File: config.mk
export PLATFORM = sky130hd
export DESIGN_NAME = nested_irq_ctrl
export DESIGN_NICKNAME = d
export VERILOG_FILES = /design/src/rtl/nic_pkg.sv /design/src/rtl/nic_src_regs.sv /design/src/rtl/nic_arbiter.sv /design/src/rtl/nic_isr_track.sv /design/src/rtl/nested_irq_ctrl.sv
export SDC_FILE = /design/constraint.sdc
export NUM_CORES = 1
export LEC_CHECK = 0
export BUFFER_PORTS_ARGS = -buffer_cell sky130_fd_sc_hd__buf_2
export CAP_MARGIN = 20
export CELL_PAD_IN_SITES_DETAIL_PLACEMENT = 2
export CELL_PAD_IN_SITES_GLOBAL_PLACEMENT = 2
export CORE_MARGIN = 3
export CORE_UTILIZATION = 37
export CTS_BUF_LIST = sky130_fd_sc_hd__clkbuf_16
export DETAILED_ROUTE_END_ITERATION = 10
export PLACE_DENSITY = 0.79
export SYNTH_ARGS = -nofsm -noshare
export SYNTH_HDL_FRONTEND = slang
export SYNTH_HIERARCHICAL = 1
export SYNTH_SLANG_ARGS = --single-unit
File: constraint.sdc
create_clock -name clk_i -period 24.9 [get_ports clk_i]
set_input_delay 2.49 -clock clk_i [delete_from_list [all_inputs] [get_ports clk_i]]
set_output_delay 2.49 -clock clk_i [all_outputs]
set_load 0.005 [all_outputs]
File: src/rtl/nic_pkg.sv
package nic_pkg;
  localparam int unsigned LVL_W   = 3;
  localparam int unsigned NUM_LVL = 1 << LVL_W;

  typedef logic [LVL_W-1:0]   lvl_t;
  typedef logic [NUM_LVL-1:0] lvl_vec_t;

  typedef struct packed {
    logic pend;
    logic mask;
    lvl_t prio;
  } src_ctl_t;
endpackage

File: src/rtl/nic_src_regs.sv
module nic_src_regs
  import nic_pkg::*;
#(
  parameter int unsigned N_SRC = 16,
  parameter int unsigned IDX_W = 4
) (
  input  logic             clk_i,
  input  logic             rst_ni,
  input  logic [N_SRC-1:0] irq_i,
  input  logic             cfg_we_i,
  input  logic [IDX_W-1:0] cfg_idx_i,
  input  logic             cfg_mask_i,
  input  lvl_t             cfg_prio_i,
  input  logic             grant_i,
  input  logic [IDX_W-1:0] grant_idx_i,
  output src_ctl_t         ctl_o [N_SRC]
);

  for (genvar g = 0; g < N_SRC; g++) begin : g_src
    logic sel_cfg, sel_grant;
    assign sel_cfg   = cfg_we_i && (cfg_idx_i == IDX_W'(g));
    assign sel_grant = grant_i  && (grant_idx_i == IDX_W'(g));

    always_ff @(posedge clk_i or negedge rst_ni) begin
      if (!rst_ni) begin
        ctl_o[g].pend <= 1'b0;
        ctl_o[g].mask <= 1'b1;
        ctl_o[g].prio <= '1;
      end else begin
        // a new edge in the grant cycle keeps the flag set
        ctl_o[g].pend <= irq_i[g] | (ctl_o[g].pend & ~sel_grant);
        if (sel_cfg) begin
          ctl_o[g].mask <= cfg_mask_i;
          ctl_o[g].prio <= cfg_prio_i;
        end
      end
    end
  end

endmodule

File: src/rtl/nic_arbiter.sv
module nic_arbiter
  import nic_pkg::*;
#(
  parameter int unsigned N_SRC = 16,
  parameter int unsigned IDX_W = 4
) (
  input  src_ctl_t         ctl_i [N_SRC],
  output logic             found_o,
  output logic [IDX_W-1:0] idx_o,
  output lvl_t             lvl_o
);

  // ascending scan with strict compare: ties keep the lower index
  always_comb begin
    found_o = 1'b0;
    idx_o   = '0;
    lvl_o   = '1;
    for (int i = 0; i < N_SRC; i++) begin
      if (ctl_i[i].pend && !ctl_i[i].mask &&
          (!found_o || (ctl_i[i].prio < lvl_o))) begin
        found_o = 1'b1;
        idx_o   = IDX_W'(i);
        lvl_o   = ctl_i[i].prio;
      end
    end
  end

endmodule

File: src/rtl/nic_isr_track.sv
module nic_isr_track
  import nic_pkg::*;
(
  input  logic     clk_i,
  input  logic     rst_ni,
  input  logic     grant_i,
  input  lvl_t     grant_lvl_i,
  input  logic     ei_i,
  input  logic     reti_i,
  output lvl_vec_t isr_o,
  output logic     dis_o,
  output logic     cur_valid_o,
  output lvl_t     cur_lvl_o
);

  lvl_vec_t low_bit, set_bit, isr_d;

  assign low_bit = isr_o & (~isr_o + lvl_vec_t'(1));
  assign set_bit = grant_i ? (lvl_vec_t'(1) << grant_lvl_i) : '0;
  assign isr_d   = (isr_o & ~(reti_i ? low_bit : '0)) | set_bit;

  always_comb begin
    cur_valid_o = 1'b0;
    cur_lvl_o   = '0;
    for (int l = NUM_LVL - 1; l >= 0; l--) begin
      if (isr_o[l]) begin
        cur_valid_o = 1'b1;
        cur_lvl_o   = lvl_t'(l);
      end
    end
  end

  always_ff @(posedge clk_i or negedge rst_ni) begin
    if (!rst_ni) begin
      isr_o <= '0;
      dis_o <= 1'b1;
    end else begin
      isr_o <= isr_d;
      if (grant_i)   dis_o <= 1'b1;
      else if (ei_i) dis_o <= 1'b0;
    end
  end

endmodule

File: src/rtl/nested_irq_ctrl.sv
module nested_irq_ctrl
  import nic_pkg::*;
#(
  parameter  int unsigned N_SRC = 16,
  localparam int unsigned IDX_W = (N_SRC > 1) ? $clog2(N_SRC) : 1
) (
  input  logic               clk_i,
  input  logic               rst_ni,
  input  logic [N_SRC-1:0]   irq_i,
  input  logic               cfg_we_i,
  input  logic [IDX_W-1:0]   cfg_idx_i,
  input  logic               cfg_mask_i,
  input  logic [LVL_W-1:0]   cfg_prio_i,
  output logic               irq_req_o,
  output logic [IDX_W-1:0]   irq_vec_o,
  output logic [LVL_W-1:0]   irq_lvl_o,
  input  logic               irq_ack_i,
  input  logic               ei_i,
  input  logic               reti_i,
  output logic               int_dis_o,
  output logic [NUM_LVL-1:0] isr_o
);

  src_ctl_t         ctl [N_SRC];
  logic [N_SRC-1:0] src_mask;
  logic             found, grant, cur_valid, preempt_ok;
  logic [IDX_W-1:0] win_idx;
  lvl_t             win_lvl, cur_lvl;

  for (genvar g = 0; g < N_SRC; g++) begin : g_mask
    assign src_mask[g] = ctl[g].mask;
  end

  nic_src_regs #(.N_SRC(N_SRC), .IDX_W(IDX_W)) i_regs (
    .clk_i       (clk_i),
    .rst_ni      (rst_ni),
    .irq_i       (irq_i),
    .cfg_we_i    (cfg_we_i),
    .cfg_idx_i   (cfg_idx_i),
    .cfg_mask_i  (cfg_mask_i),
    .cfg_prio_i  (cfg_prio_i),
    .grant_i     (grant),
    .grant_idx_i (win_idx),
    .ctl_o       (ctl)
  );

  nic_arbiter #(.N_SRC(N_SRC), .IDX_W(IDX_W)) i_arb (
    .ctl_i   (ctl),
    .found_o (found),
    .idx_o   (win_idx),
    .lvl_o   (win_lvl)
  );

  nic_isr_track i_isr (
    .clk_i       (clk_i),
    .rst_ni      (rst_ni),
    .grant_i     (grant),
    .grant_lvl_i (win_lvl),
    .ei_i        (ei_i),
    .reti_i      (reti_i),
    .isr_o       (isr_o),
    .dis_o       (int_dis_o),
    .cur_valid_o (cur_valid),
    .cur_lvl_o   (cur_lvl)
  );

  assign preempt_ok = !cur_valid || (win_lvl < cur_lvl);
  assign irq_req_o  = found && preempt_ok && !int_dis_o;
  assign grant      = irq_req_o && irq_ack_i;
  assign irq_vec_o  = win_idx;
  assign irq_lvl_o  = win_lvl;

endmodule

After elaboration in Yosys (flattened, before gate mapping)

Cells that the tools add are included.

Word-level logic and storage cells: 336
Register bits after elaboration: 89

Shift-type cells: 1
Mux-type cells: 67
$add $sub $neg: 1
Bitwise logic cells: 53
Equality and inequality tests: 30
Reductions and logical operators: 118
Order comparisons: 16

Operators by type and width:

| operator            | count |
|---|---|
| $mux 3              | 28 |
| $logic_and 1x1->1   | 66 |
| $eq 4x4->1 const B  | 16 |
| $lt 3x3->1          | 16 |
| $logic_not 1->1     | 33 |
| $eq 4x3->1 const B  | 8 |
| $mux 4              | 8 |
| $mux 1              | 27 |
| $and 1x1->1         | 16 |
| $and 8x8->8         | 2 |
| $eq 4x2->1 const B  | 4 |
| $logic_or 1x1->1    | 16 |
| $mux 8              | 2 |
| $not 1->1           | 16 |
| $not 8->8           | 2 |
| $or 1x1->1          | 16 |
| $add 8x1->8 const B | 1 |
| $eq 4x1->1 const B  | 2 |
| $logic_not 4->1     | 2 |
| $or 8x8->8          | 1 |
| $shl 1x3->8 const A | 1 |
| $mux 2              | 2 |
| $reduce_bool 2->1   | 1 |

Depth between registers and ports, before layout

Word-level depth: 72
Gate-level depth with buffers: 105
Gate-level depth less buffers: 104

Modules after synthesis

Netlist, hierarchy kept.

By module, submodules not included:

| module          | seq. area each (um2) | instances | cells each | area each (um2) |
|---|---|---|---|---|
| nic_src_regs    | 2082.0               | 1         | 213        | 3191.8 |
| nic_arbiter     | 0.0                  | 1         | 401        | 2867.8 |
| nic_isr_track   | 226.5                | 1         | 47         | 466.7 |
| nested_irq_ctrl | 0.0                  | 1         | 12         | 86.3 |

Worst setup path after synthesis

No wires, ideal clock.

Path type: register to output
Start point: register i_regs/ctl_o[75] in the netlist's numbering
End point: output irq_req_o
Cell stages (with the launch flop): 99
Setup slack: 4.483 ns
Arrival: 17.927 ns
Buffers on the path: 1
Cell sequence: dfstp_2 > or3b_1 > a31oi_1 > o21ai_1 > a211oi_2 > nand2_1 > maj3_1 > o21ai_0 > mux2i_1 > inv_1 > ha_1 > o31ai_1 > o311ai_1 > a31oi_4 > o2111ai_2 > and2_1 > buf_6 > a21oi_1 > [63 not listed] > mux2i_1 > inv_1 > ha_1 > o21a_1 > o21ai_0 > a21oi_2 > mux2i_1 > ha_1 > nor2_1 > nor2_1 > nor2_1 > a21o_1 > o31ai_4 > a21oi_1 > ha_1 > inv_1 > o21ai_1 > nand2_1

Longest elaborated chain between the ends: 65

Ends and longest elaborated chain:

| what                                                 | RTL line              | RTL |
|---|---|---|
| start: declaration                                   | nic_src_regs.sv:16    | `output src_ctl_t ctl_o [N_SRC]` |
| $mux 3 *                                             | nic_arbiter.sv:19     | `if (ctl_i[i].pend && !ctl_i[i].mask &&` |
| $lt 3x3->1                                           | nic_arbiter.sv:20     | `(!found_o \|\| (ctl_i[i].prio < lvl_o))) begin` |
| $logic_or 1x1->1                                     | nic_arbiter.sv:20     |  |
| $logic_and 1x1->1                                    | nic_arbiter.sv:19     |  |
| $mux 3 / $mux 1 (equally long branches)              | nic_arbiter.sv:19     |  |
| $lt 3x3->1 / $logic_not 1->1 (equally long branches) | nic_arbiter.sv:20     |  |
| $logic_or 1x1->1                                     | nic_arbiter.sv:20     |  |
| $logic_and 1x1->1                                    | nic_arbiter.sv:19     |  |
| [49 not listed]                                      | --                    |  |
| $lt 3x3->1 / $logic_not 1->1 (equally long branches) | nic_arbiter.sv:20     |  |
| $logic_or 1x1->1                                     | nic_arbiter.sv:20     |  |
| $logic_and 1x1->1                                    | nic_arbiter.sv:19     |  |
| $mux 3 *                                             | nic_arbiter.sv:19     |  |
| net irq_lvl_o[1]                                     | nested_irq_ctrl.sv:16 | `output logic [LVL_W-1:0] irq_lvl_o,` |
| $lt 3x3->1 *                                         | nested_irq_ctrl.sv:67 | `assign preempt_ok = !cur_valid \|\| (win_lvl < cur_lvl);` |
| $logic_or 1x1->1 *                                   | nested_irq_ctrl.sv:67 |  |
| $logic_and 1x1->1 * (2 in a row)                     | nested_irq_ctrl.sv:68 | `assign irq_req_o = found && preempt_ok && !int_dis_o;` |
| end: declaration                                     | nested_irq_ctrl.sv:14 | `output logic irq_req_o,` |

Mark *: on every way through the listed nets, which the timed path passes. The rest lies on a longest branch.

Worst setup path in the final report

Start point: register i_regs/ctl_o[79] in the netlist's numbering
End point: output irq_req_o

Longest elaborated chain between the ends: 66

Ends and longest elaborated chain:

| what                                                 | RTL line |
|---|---|
| $logic_and 1x1->1 *                                  | nic_arbiter.sv:19 |
| $mux 3 / $mux 1 (equally long branches)              | nic_arbiter.sv:19 |
| $lt 3x3->1 / $logic_not 1->1 (equally long branches) | nic_arbiter.sv:20 |
| $logic_or 1x1->1                                     | nic_arbiter.sv:20 |
| $logic_and 1x1->1                                    | nic_arbiter.sv:19 |
| $mux 3 / $mux 1 (equally long branches)              | nic_arbiter.sv:19 |
| $lt 3x3->1 / $logic_not 1->1 (equally long branches) | nic_arbiter.sv:20 |
| $logic_or 1x1->1                                     | nic_arbiter.sv:20 |
| [49 not listed]                                      | -- |
| $mux 3 / $mux 1 (equally long branches)              | nic_arbiter.sv:19 |
| $lt 3x3->1 / $logic_not 1->1 (equally long branches) | nic_arbiter.sv:20 |
| $logic_or 1x1->1                                     | nic_arbiter.sv:20 |
| $logic_and 1x1->1                                    | nic_arbiter.sv:19 |
| $mux 3                                               | nic_arbiter.sv:19 |
| $lt 3x3->1                                           | nested_irq_ctrl.sv:67 |
| $logic_or 1x1->1                                     | nested_irq_ctrl.sv:67 |
| $logic_and 1x1->1 * (2 in a row)                     | nested_irq_ctrl.sv:68 |

Mark *: on every way between the ends. The rest lies on a longest branch, timed or not.

==> metrics.md <==
| Metric | Value |
|---|---|
| Initial antenna violation count | `0` |
| Post-synth net total | `~720` |
| Element type at the critical path end | `primary output` |
| Avg Cell Area, Syn | `9.83 um2` |
| DPL Wire Length | `between 15,000 and 20,000 um` |
| Required time worst endpoint | `22.41 ns` |
| Sequential area share after synthesis | `0.349` |
| Number of port buffers | `46` |
| CTS Sinks | `89` |
| Clock skew | `0.00857 ns` |
| Chip width | `140 um` |
| CTS tree | `yes` |
| Slowest Stage Delay on Critical Path | `0.49 ns` |
| Area Overhead vs Synth | `12.6%` |
| Post-Route WL | `22,000 um` |
| First-pass GRT wire length | `around 36,000 um` |
| Crit start category | `register` |
| Row cnt | `48` |
| Synthesized cell area | `roughly 6600 um2` |
| # fillers | `1,862` |
| Worst Tran Pin Value | `0.876 ns` |
| Top-area cell type share of the netlist area | `0.258` |
| Met2 GRT Util | `0.415` |
| Setup TNS | `0 ns` |
| DRC violations left | `0` |
| Die Area | `just under 20,000 um2` |
| Die H | `~140 um` |
| Max Slew Vio Count | `0` |
| Fraction of layout cells with a size suffix above 1 | `0.386` |
| Placed Cells | `936` |
| Synthesized flop and latch total | `89` |
| Ys flop type | `dfstp_2` |
| Synth area leaders | `dfstp_2 (26%), mux2_2 (12%), dfrtp_1 (9.1%)` |
| Hold Crit Class | `reg2reg` |
| Drt pass-1 iters | `4` |
| Setup Crit Path Kind | `reg2out` |
| EDFF count, synth | `0` |
| Max Cap Viol | `0` |
| # H-tree levels | `3` |
| CP arrival | `20.99 ns` |
| IO Count | `47` |
| GRT met1 Usage | `0.281` |
| Root Driver | `clkbuf_16` |
| Final-report setup violation count | `0` |
| Pin count of the biggest net entering global routing | `53` |
| Asr flop ratio synth | `1.00` |
| Final hold vios | `0` |
| Vias in the first global route | `6,422` |
| Latest clock arrival within the worst-skew pair | `between 0.3 and 0.4 ns` |
| Vias per cell | `5.93` |
| Routability cong. | `between 0.8 and 0.9` |
| Reg clk slew, reported paths | `0.06 ns` |
| Status | `finished, final reports clean` |
| Final #Nets | `775` |
| Clock buffer depth | `2` |
| Starting density of the core | `0.380` |
| DR iter-0 viols | `212` |
| Syn Inst Count | `673` |
| Worst path most repeated cell | `ha_1` |
| CTS buffer count | `9` |
| Core area | `17,400 um2` |
| Max Freq | `42.6 MHz` |
| Yosys cell types | `between 90 and 100` |
| Crit share post-route | `0.943` |
| CP Max Fanout | `9` |
| Post-layout util | `0.428` |
| Rel. slew slack | `0.413` |
| YS warnings | `6` |
| Critical path's slowest cell | `o31ai_4` |
| Post-route non-filler standard cell count | `956` |
| Routed Antenna Nets | `0` |
| Routing usage on met3 | `0.0265` |
| Largest area contributor in the netlist | `dfstp_2` |
| WL/cell | `23.0 um` |
| Ant diodes | `0` |
| Tot GR Track Use | `0.228` |
| GRT busiest layer | `met2` |
| Gr ovfl total | `0` |
| Via count | `5,669` |
| Tmin final | `23.48 ns` |
-- worst paths after layout --
| kind | startpoint | end | slack [ns] | cells past startpoint |
|---|---|---|---|---|
| worst max-delay path | i_regs/ctl_o[79]$_DFF_PN0_ | irq_req_o | 1.42 | 96 |
| max in group asynchronous | rst_ni | i_isr/isr_o[7]$_DFF_PN0_ | 21.75 | 2 |
| worst max register to register | i_regs/ctl_o[79]$_DFF_PN0_ | i_regs/ctl_o[79]$_DFF_PN0_ | 2.87 | 98 |
| min in group asynchronous | rst_ni | i_regs/ctl_o[34]$_DFF_PN0_ | 2.11 | 1 |
| worst min register to register | i_regs/ctl_o[69]$_DFF_PN0_ | i_regs/ctl_o[69]$_DFF_PN0_ | 0.48 | 1 |
| worst min-delay path | i_regs/ctl_o[69]$_DFF_PN0_ | i_regs/ctl_o[69]$_DFF_PN0_ | 0.48 | 1 |
-- critical path: cells and delay by family (launching register included) --
kind	cells	cell delay, ns
and+or+nand+nor	18	3.48
AOI/OAI and AO/OA	42	8.89
muxes	10	2.95
adders and majority gates	15	4.01
DFF	1	0.41
buffers and inverters	11	0.88
-- area by class of cell --
type / count / area (um2) / share of cell area
multi-input combinational: 536 / 4150 / 0.557
sequential: 89 / 2310 / 0.310
tap: 225 / 282 / 0.0378
timing repair buffer: 51 / 270 / 0.0363
clock buffer: 9 / 225 / 0.0302
inverter: 39 / 146 / 0.0197
clock inverter: 7 / 68.8 / 0.00924
-- cell usage in the layout (no fill, tap or decap), types with 8 or more instances in the layout --
cell type and count:
inv_1 39, dfrtp_1 24, o31ai_1 8, buf_2 45
o21ai_0 29, or2b_2 10, nand2_1 45, a21oi_1 33
mux2i_1 8, clkbuf_16 9, a211oi_1 11, nand2b_1 42
nor2b_1 11, ha_1 19, nor2_1 44, dfstp_2 65
a21oi_2 9, a21o_1 10, nand3_1 13, nor3_1 13
mux2_2 69
-- cells by family after synthesis --
family          count (synthesis)  synth area share
mux                            80             0.135
flops                          89             0.349
simple gates                  237             0.202
compound gates                197             0.242
fa+ha+maj                      22            0.0407
buf+inv                        48            0.0312
-- state kept, by name, indices dropped and copies added, names as in the netlist --
register and cells:
i_regs/ctl_o 80, i_isr/isr_o 8, i_isr/dis_o 1
-- metrics by stage --
step | cell area [um2] | setup slack (ns) | hold slack (ns)
final | 7450 | 1.42 | 0.478
after global routing | 7450 | -0.0187 | 0.530
after CTS | 7370 | 0.378 | 0.484
after detailed placement | 7070 | 1.00 | 0.460
after global placement | 7070 | 2.13 | 0.462
after floorplan | 6610 | 4.48 | 0.443
-- Yosys cell counts (8+ instances only) --
cell type  count
nor3_1        13
ha_1          19
mux2i_1        9
a21oi_1       39
dfrtp_1       24
nor2b_1       11
nand2_1       45
o21ai_0       31
inv_1         39
a211oi_1      11
nand2b_1      42
mux2_2        69
nor2_1        45
dfstp_2       65
a21o_1        10
o31ai_1        8
nand3_1       13
or2b_2        10
-- routing by layer --
layer | wire [um] | up-vias
li1 | - | 2601
met1 | 9490 | 2931
met2 | 11600 | 107
met3 | 584 | 30
met4 | 337 | 0
met5 | 0 | -
-- what timing repair did --
item / 4_1_cts / 5_1_grt
resized for setup: 0 / 14
hold endpoints to repair: 0 / 0
setup endpoints to repair: 0 / 8
hold buffers: 0 / 0
setup buffers: 0 / 4
Power is not shown: default switching activity piles up to over one toggle a cycle in this logic, so the estimate is an artifact.
